**config.mk**
```make
export PLATFORM = sky130hd
export DESIGN_NAME = ipc_mbox_top
export DESIGN_NICKNAME = d
export VERILOG_FILES = /design/src/rtl/ipc_mbox_pkg.sv /design/src/rtl/ipc_mbox_packer.sv /design/src/rtl/ipc_mbox_word.sv /design/src/rtl/ipc_mbox_rx.sv /design/src/rtl/ipc_mbox_top.sv
export SDC_FILE = /design/constraint.sdc
export NUM_CORES = 1
export LEC_CHECK = 0
export ABC_CLOCK_PERIOD_IN_PS = 2070
export BUFFER_PORTS_ARGS = -buffer_cell sky130_fd_sc_hd__buf_2
export CAP_MARGIN = 20
export CORE_ASPECT_RATIO = 0.75
export CORE_MARGIN = 2
export CORE_UTILIZATION = 53
export DETAILED_ROUTE_END_ITERATION = 8
export MAX_ROUTING_LAYER = met4
export PLACE_DENSITY = 0.84
export SYNTH_ARGS = -nofsm -noshare
export SYNTH_HDL_FRONTEND = slang
export SYNTH_HIERARCHICAL = 1
export SYNTH_SLANG_ARGS = --single-unit
export TNS_END_PERCENT = 50
```
**constraint.sdc**
```tcl
create_clock -name clk -period 2.07 [get_ports clk]
set_clock_uncertainty 0.2 [all_clocks]
set_input_delay 0.207 -clock clk [delete_from_list [all_inputs] [get_ports clk]]
set_output_delay 0.207 -clock clk [all_outputs]
set_load 0.1 [all_outputs]
```
**src/rtl/ipc_mbox_pkg.sv**
```systemverilog
package ipc_mbox_pkg;
    localparam int unsigned NCORE = 2;

    typedef enum logic [1:0] {
        ST_OK       = 2'd0,
        ST_BAD_CHAN = 2'd1,
        ST_BAD_SIZE = 2'd2
    } send_status_e;

    typedef enum logic {
        EV_SIGNAL = 1'b0,
        EV_DATA   = 1'b1
    } ev_kind_e;
endpackage

```
**src/rtl/ipc_mbox_packer.sv**
```systemverilog
module ipc_mbox_packer
    import ipc_mbox_pkg::*;
#(
    parameter int CHANNELS = 4,
    parameter int WORD_W   = 32,
    parameter int CIDX_W   = 3,
    localparam int PAY_W   = WORD_W - 2 * CHANNELS
) (
    input  logic              clk,
    input  logic              rst_n,
    input  logic              valid_i,
    input  logic [CIDX_W-1:0] chan_i,
    input  logic              data_i,
    input  logic [CIDX_W-1:0] size_i,
    input  logic [PAY_W-1:0]  payload_i,
    output logic [WORD_W-1:0] set_o,
    output logic              done_o,
    output logic [1:0]        status_o
);
    localparam int PAY_BYTES = PAY_W / 8;
    localparam int DAT_TOP   = WORD_W - 1 - CHANNELS;

    typedef struct packed {
        logic         done;
        send_status_e status;
    } pk_state_t;

    pk_state_t    st_q, st_d;
    send_status_e verdict;
    logic [WORD_W-1:0] word_img;

    always_comb begin
        verdict  = ST_OK;
        word_img = '0;
        if (int'(chan_i) >= CHANNELS) begin
            verdict = ST_BAD_CHAN;
        end else if (data_i && (int'(size_i) != PAY_BYTES)) begin
            verdict = ST_BAD_SIZE;
        end else begin
            for (int i = 0; i < CHANNELS; i++) begin
                if (int'(chan_i) == i) begin
                    if (data_i) word_img[DAT_TOP - i] = 1'b1;
                    else        word_img[WORD_W - 1 - i] = 1'b1;
                end
            end
            if (data_i) word_img[PAY_W-1:0] = payload_i;
        end
        set_o = (valid_i && verdict == ST_OK) ? word_img : '0;

        st_d      = st_q;
        st_d.done = valid_i;
        if (valid_i) st_d.status = verdict;
    end

    always_ff @(posedge clk) begin
        if (!rst_n) begin
            st_q <= '{done: 1'b0, status: ST_OK};
        end else begin
            st_q <= st_d;
        end
    end

    assign done_o   = st_q.done;
    assign status_o = st_q.status;

    // a request that reports a rejection must not have written anything
    a_r3_reject_silent: assert property (@(posedge clk) disable iff (!rst_n)
        valid_i && (int'(chan_i) >= CHANNELS) |-> set_o == '0);
endmodule

```
**src/rtl/ipc_mbox_word.sv**
```systemverilog
module ipc_mbox_word #(
    parameter int WORD_W = 32
) (
    input  logic              clk,
    input  logic              rst_n,
    input  logic [WORD_W-1:0] set_i,
    input  logic [WORD_W-1:0] clr_i,
    output logic [WORD_W-1:0] word_o
);
    typedef struct packed {
        logic [WORD_W-1:0] word;
    } wd_state_t;

    wd_state_t st_q, st_d;

    always_comb begin
        st_d      = st_q;
        st_d.word = (st_q.word & ~clr_i) | set_i;
    end

    always_ff @(posedge clk) begin
        if (!rst_n) st_q <= '0;
        else        st_q <= st_d;
    end

    assign word_o = st_q.word;

    // bits set in a cycle are present afterwards, even under a clear
    a_r10_set_wins: assert property (@(posedge clk) disable iff (!rst_n)
        1'b1 |=> (word_o & $past(set_i)) == $past(set_i));

    // bits neither set nor cleared keep their value
    a_r9_untouched_stable: assert property (@(posedge clk) disable iff (!rst_n)
        1'b1 |=> ((word_o ^ $past(word_o)) & ~($past(set_i) | $past(clr_i))) == '0);
endmodule

```
**src/rtl/ipc_mbox_rx.sv**
```systemverilog
module ipc_mbox_rx
    import ipc_mbox_pkg::*;
#(
    parameter int CHANNELS = 4,
    parameter int WORD_W   = 32,
    parameter int CIDX_W   = 3,
    localparam int PAY_W   = WORD_W - 2 * CHANNELS,
    localparam int CH_W    = $clog2(CHANNELS)
) (
    input  logic              clk,
    input  logic              rst_n,
    input  logic [WORD_W-1:0] word_i,
    input  logic              cfg_we_i,
    input  logic [CIDX_W-1:0] cfg_count_i,
    input  logic              ready_i,
    output logic              valid_o,
    output logic [CH_W-1:0]   chan_o,
    output logic              kind_o,
    output logic [PAY_W-1:0]  payload_o,
    output logic [WORD_W-1:0] clr_o
);
    localparam int DAT_TOP = WORD_W - 1 - CHANNELS;

    typedef struct packed {
        logic                busy;
        logic [WORD_W-1:0]   hold;
        logic [CHANNELS-1:0] pend;
        logic [CHANNELS-1:0] mask;
    } rx_state_t;

    rx_state_t st_q, st_d;
    logic [CH_W-1:0] sel;
    logic            sel_data;

    always_comb begin
        sel      = '0;
        sel_data = 1'b0;
        for (int i = CHANNELS - 1; i >= 0; i--) begin
            if (st_q.pend[i]) sel = CH_W'(i);
        end
        for (int i = 0; i < CHANNELS; i++) begin
            if (int'(sel) == i) sel_data = st_q.hold[DAT_TOP - i];
        end

        valid_o   = st_q.busy && (st_q.pend != '0);
        chan_o    = sel;
        kind_o    = sel_data ? EV_DATA : EV_SIGNAL;
        payload_o = sel_data ? st_q.hold[PAY_W-1:0] : '0;
        clr_o     = '0;

        st_d = st_q;
        if (cfg_we_i && (int'(cfg_count_i) >= 1) && (int'(cfg_count_i) <= CHANNELS)) begin
            for (int i = 0; i < CHANNELS; i++) begin
                st_d.mask[i] = (i < int'(cfg_count_i));
            end
        end

        if (!st_q.busy) begin
            if (word_i != '0) begin
                st_d.busy = 1'b1;
                st_d.hold = word_i;
                for (int i = 0; i < CHANNELS; i++) begin
                    st_d.pend[i] = st_q.mask[i] &
                                   (word_i[WORD_W - 1 - i] | word_i[DAT_TOP - i]);
                end
            end
        end else if (st_q.pend != '0) begin
            if (ready_i) st_d.pend[sel] = 1'b0;
        end else begin
            clr_o     = st_q.hold;
            st_d.busy = 1'b0;
        end
    end

    always_ff @(posedge clk) begin
        if (!rst_n) st_q <= '0;
        else        st_q <= st_d;
    end

    // a stalled event holds its fields
    a_r12_hold_event: assert property (@(posedge clk) disable iff (!rst_n)
        valid_o && !ready_i |=> valid_o && $stable(chan_o) && $stable(kind_o) && $stable(payload_o));

    // every presented event is backed by a trigger bit of the captured word
    a_r6_event_backed: assert property (@(posedge clk) disable iff (!rst_n)
        valid_o |-> (st_q.hold[WORD_W - 1 - int'(chan_o)] | st_q.hold[DAT_TOP - int'(chan_o)]));

    // a clear only removes bits that are still present in the word
    a_r9_clear_is_seen: assert property (@(posedge clk) disable iff (!rst_n)
        (clr_o != '0) |-> (clr_o & ~word_i) == '0);

    // enabled channels always form a run starting at channel 0
    a_r8_mask_contiguous: assert property (@(posedge clk) disable iff (!rst_n)
        ((st_q.mask + 1'b1) & st_q.mask) == '0);
endmodule

```
**src/rtl/ipc_mbox_top.sv**
```systemverilog
module ipc_mbox_top
    import ipc_mbox_pkg::*;
#(
    parameter int CHANNELS = 4,
    parameter int WORD_W   = 32,
    parameter int CIDX_W   = 3,
    localparam int PAY_W   = WORD_W - 2 * CHANNELS,
    localparam int CH_W    = $clog2(CHANNELS)
) (
    input  logic                              clk,
    input  logic                              rst_n,
    input  logic [NCORE-1:0]                  send_valid,
    input  logic [NCORE-1:0][CIDX_W-1:0]      send_chan,
    input  logic [NCORE-1:0]                  send_data_mode,
    input  logic [NCORE-1:0][CIDX_W-1:0]      send_size,
    input  logic [NCORE-1:0][PAY_W-1:0]       send_payload,
    output logic [NCORE-1:0]                  send_done,
    output logic [NCORE-1:0][1:0]             send_status,
    input  logic [NCORE-1:0]                  cfg_we,
    input  logic [NCORE-1:0][CIDX_W-1:0]      cfg_rx_count,
    output logic [NCORE-1:0]                  rx_valid,
    input  logic [NCORE-1:0]                  rx_ready,
    output logic [NCORE-1:0][CH_W-1:0]        rx_chan,
    output logic [NCORE-1:0]                  rx_kind,
    output logic [NCORE-1:0][PAY_W-1:0]       rx_payload,
    output logic [NCORE-1:0][WORD_W-1:0]      word_rd,
    output logic [NCORE-1:0]                  irq
);
    logic [NCORE-1:0][WORD_W-1:0] set_w;
    logic [NCORE-1:0][WORD_W-1:0] clr_w;

    for (genvar k = 0; k < NCORE; k++) begin : g_core
        ipc_mbox_packer #(.CHANNELS(CHANNELS), .WORD_W(WORD_W), .CIDX_W(CIDX_W)) u_pack (
            .clk       (clk),
            .rst_n     (rst_n),
            .valid_i   (send_valid[k]),
            .chan_i    (send_chan[k]),
            .data_i    (send_data_mode[k]),
            .size_i    (send_size[k]),
            .payload_i (send_payload[k]),
            .set_o     (set_w[k]),
            .done_o    (send_done[k]),
            .status_o  (send_status[k])
        );

        ipc_mbox_word #(.WORD_W(WORD_W)) u_word (
            .clk    (clk),
            .rst_n  (rst_n),
            .set_i  (set_w[NCORE - 1 - k]),
            .clr_i  (clr_w[k]),
            .word_o (word_rd[k])
        );

        ipc_mbox_rx #(.CHANNELS(CHANNELS), .WORD_W(WORD_W), .CIDX_W(CIDX_W)) u_rx (
            .clk         (clk),
            .rst_n       (rst_n),
            .word_i      (word_rd[k]),
            .cfg_we_i    (cfg_we[k]),
            .cfg_count_i (cfg_rx_count[k]),
            .ready_i     (rx_ready[k]),
            .valid_o     (rx_valid[k]),
            .chan_o      (rx_chan[k]),
            .kind_o      (rx_kind[k]),
            .payload_o   (rx_payload[k]),
            .clr_o       (clr_w[k])
        );

        assign irq[k] = |word_rd[k];

        // an unconsumed event keeps the interrupt up
        a_r5_irq_while_pending: assert property (@(posedge clk) disable iff (!rst_n)
            rx_valid[k] |-> irq[k]);
    end
endmodule

```
==> impl_metrics.yaml <==
cts:
  clock-sinks: 152
  htreeDepth: 4
  path_clk_slew_ps: 60
  cts-root-buf: "clkbuf_16"
  clk_latency_ps: 410
  clk_path_buf_depth: 2
  cts_tree: "built"
  cts-buffers-inserted: 17
floorplanning:
  fp.dieArea_mm2: 0.0151
  core_mm2: 0.0137
  die-height_um: 107
  io_pins: 204
  initial_core_util: 0.545
  dieWidth_um: 141
  rows: 37
power_and_ir_drop:
  p_int_mw: 5.07
  power_density_mw_per_mm2: 637
  finalPower_mw: 7.13
  switching_share: 0.289
  combinationalPowerShare: 0.150
  clock_power_share: 0.428
  max-vdd-ir-drop_mv: 0.602
  power.leakage_nw: 4.72
  seq_power_share: 0.422
  switching_power_mw: 2.06
timing:
  clock.fmax_ghz: 0.408
  finalSetupTns_ps: -16050
  slew_headroom: 0.653
  worst_pin_slew_ps: 525
  finalCritPeriodShare: 1.19
  rsz0062_at_grt: "true"
  period_needed_ps: 2450
  setup_slack_ps: -383
  maxSlewViolCount: 0
  finalSetupViolations: 54
  hold_viol_final: 0
synth:
  ys_seq_elements: 152
  synth.largest_area_cell: "dfxtp_1"
  yosys-top-cells-area: "dfxtp_1 41%, nor2b_1 9.8%, o21a_1 6.4%, and2_1 5.5%, o21ai_0 5.2%"
  yosysSeqAreaShare: 0.406
  ys_types: 40
  synth-simple-area-share: 0.351
  syn-mean-instance-area_um2: 8.06
  synth_top_family_by_area: "simple AND/OR/NAND/NOR gates"
  synthesis.nets: 1006
  synthMuxAreaShare: 0.00534
  postSynthCellCount: 930
  synth_xor_area_frac: 0.00234
  synth_top_area_share: 0.406
  synthAdderAreaFrac: 0
  netlist_area_mm2: 0.00749
  synth-compound-area-share: 0.159
  ys_warn_count: 6
critical_path:
  cp.required_ps: 1660
  cp_data_arrival_time_ps: 2050
  end_kind: "primary output"
  start_kind: "register"
  crit_type: "reg2out"
  cp_max_fo: 13
drt:
  route.antenna.remaining_nets: 0
  wl_per_cell_um: 17.8
  drcViolationCount: 0
  vias: 7907
  vias_per_cell: 5.68
  drt_iter0_drc: 775
  dr.pass1.iters: 8
  drt_wl_total_mm: 24.7
cells_and_area:
  final_nets: 1280
  synthToLayoutAreaGrowth_pct: 49.4
  final_area_mm2: 0.0112
  drive_above_1_share: 0.340
  n_antenna_cell: 0
  fin_cells: 1392
worst_hold_path:
  hold_path.class: "in2reg"
run:
  maxCapViolCount: 0
grt:
  gr-total-overflow: 0
  gr-usage-all-layers: 0.325
  grt_max_degree: 59
  grt_pass1_vias: 7635
  grt_pass1_wl_mm: 38.4
  antenna_found_initial: 0
outcome:
  violations: "setup timing"
  outcome: "complete, but fails checks"
place:
  place_hpwl_mm: 15.4
  dp.cells: 1289
  pre_cts_ws_ps: -11.6
  port_buffers: 203
  place_congestion: 0.914
  place_area_mm2: 0.00965
## Yosys cell counts
library cell,n
a21boi_0,8
a21oi_1,10
a221oi_4,2
a22oi_1,2
a32o_1,2
and2_1,66
and2_2,2
and3_1,2
and4b_2,2
buf_1,2
buf_2,12
buf_4,2
buf_6,14
clkbuf_1,30
dfxtp_1,152
inv_1,58
mux2i_1,4
nand2_1,78
nand2b_4,2
nand3_1,68
nand3b_1,4
nand3b_2,2
nand4_1,10
nor2_1,12
nor2b_1,118
nor3_1,60
nor3b_1,2
nor4_1,38
nor4_2,2
o2111ai_1,4
o211ai_1,4
o21a_1,64
o21ai_0,78
o21ai_1,2
o21bai_2,2
o22ai_1,2
o31ai_1,2
or2_1,2
or3b_1,2
xnor2_1,2
## routing by layer
layer,vias to the layer above,GRT usage,routed length [um]
li1,3724,-,-
met5,-,-,0
met3,67,0.0514,1660
met1,3720,0.425,10500
met4,0,0.119,633
met2,396,0.513,11900
## power groups by stage
stage          logic [mW]  clock network, mW  registers (mW)
4_1_cts              1.04               3.07            3.01
5_1_grt              1.14               3.20            3.02
3_3_place_gp        0.901                  0            3.07
6_report             1.07               3.05            3.01
2_1_floorplan       0.500                  0            3.18
3_5_place_dp        0.917                  0            3.07
## placed cells by master (no fill, tap or decap), types with 3 or more instances in the layout
cell type | synthesis | final
buf_4 | 2 | 35
buf_2 | 12 | 148
mux2i_1 | 4 | 3
dfxtp_2 | 0 | 68
nor2b_2 | 0 | 28
nor3_2 | 0 | 3
o21a_1 | 64 | 64
buf_12 | 0 | 58
a21boi_0 | 8 | 6
nor2b_1 | 118 | 90
nor2_1 | 12 | 12
o211ai_1 | 4 | 4
dlygate4sd3_1 | 0 | 67
nand2_1 | 78 | 78
dfxtp_1 | 152 | 84
and2_1 | 66 | 66
nor4_1 | 38 | 22
o2111ai_1 | 4 | 4
clkbuf_16 | 0 | 17
nand3b_1 | 4 | 4
inv_6 | 0 | 5
nor4_2 | 2 | 15
nor4_4 | 0 | 3
nand4_1 | 10 | 10
buf_6 | 14 | 5
nand3_1 | 68 | 68
nor3_1 | 60 | 57
inv_1 | 58 | 58
clkinvlp_4 | 0 | 4
o21ai_0 | 78 | 77
a21oi_1 | 10 | 9
## logic make-up after synthesis
group | count (synthesis)
AO/OA/AOI/OAI | 182
XOR/XNOR | 2
buffers and inverters | 118
flip-flops | 152
multiplexers | 4
AND/OR/NAND/NOR | 472
## repair_timing
item                                   in CTS  in global routing
gates cloned                                1                  0
setup endpoints to repair                  58                 92
buffers inserted                            3                  0
gates resized for setup                    39                 30
endpoints found under the hold margin      71                  0
pin swaps                                   1                  3
hold buffers                               67                  0
## state kept, by name, indices dropped and copies added, names as in the netlist
signal,flops
g_core.u_pack/done_o,2
g_core.u_word/word_o,64
g_core.u_rx/st_q,82
g_core.u_pack/status_o,4
## critical path, cell delays in order (launching register included)
cell and delay (ps):
dfxtp_2 350, nand2b_4 130, mux2i_2 220, o21ai_2 100, a221oi_4 260, buf_4 170, buf_12 150, inv_1 70
buf_6 180
## cell type report
cell class              instances  area, um2
clock inverters                13        135
fillers                       811       2550
multi-input cells             660       4130
repair buffers                315       2930
well taps                     175        219
flip-flops and latches        152       3130
inverters                      58        218
clock buffers                  19        443
## final timing paths
kind,start,end,slack (ps),cells after the start
hold / removal,send_payload[5],g_core[1].u_word/word_o[5],9,4
setup / recovery,g_core[1].u_rx/st_q[4],rx_kind[1],-380,8
setup reg to reg,g_core[1].u_word/word_o[8],g_core[1].u_rx/st_q[38],-30,6
hold reg to reg,g_core[1].u_rx/st_q[37],g_core[1].u_rx/st_q[37],270,2
## per-stage QoR
stage	hold WS [ps]	utilization
global placement	244	0.702
CTS	0.992	0.807
global route	0.387	0.814
finish	8.70	0.814
floorplan	124	-
detailed placement	253	0.702
(Power assumes the default switching activity.)
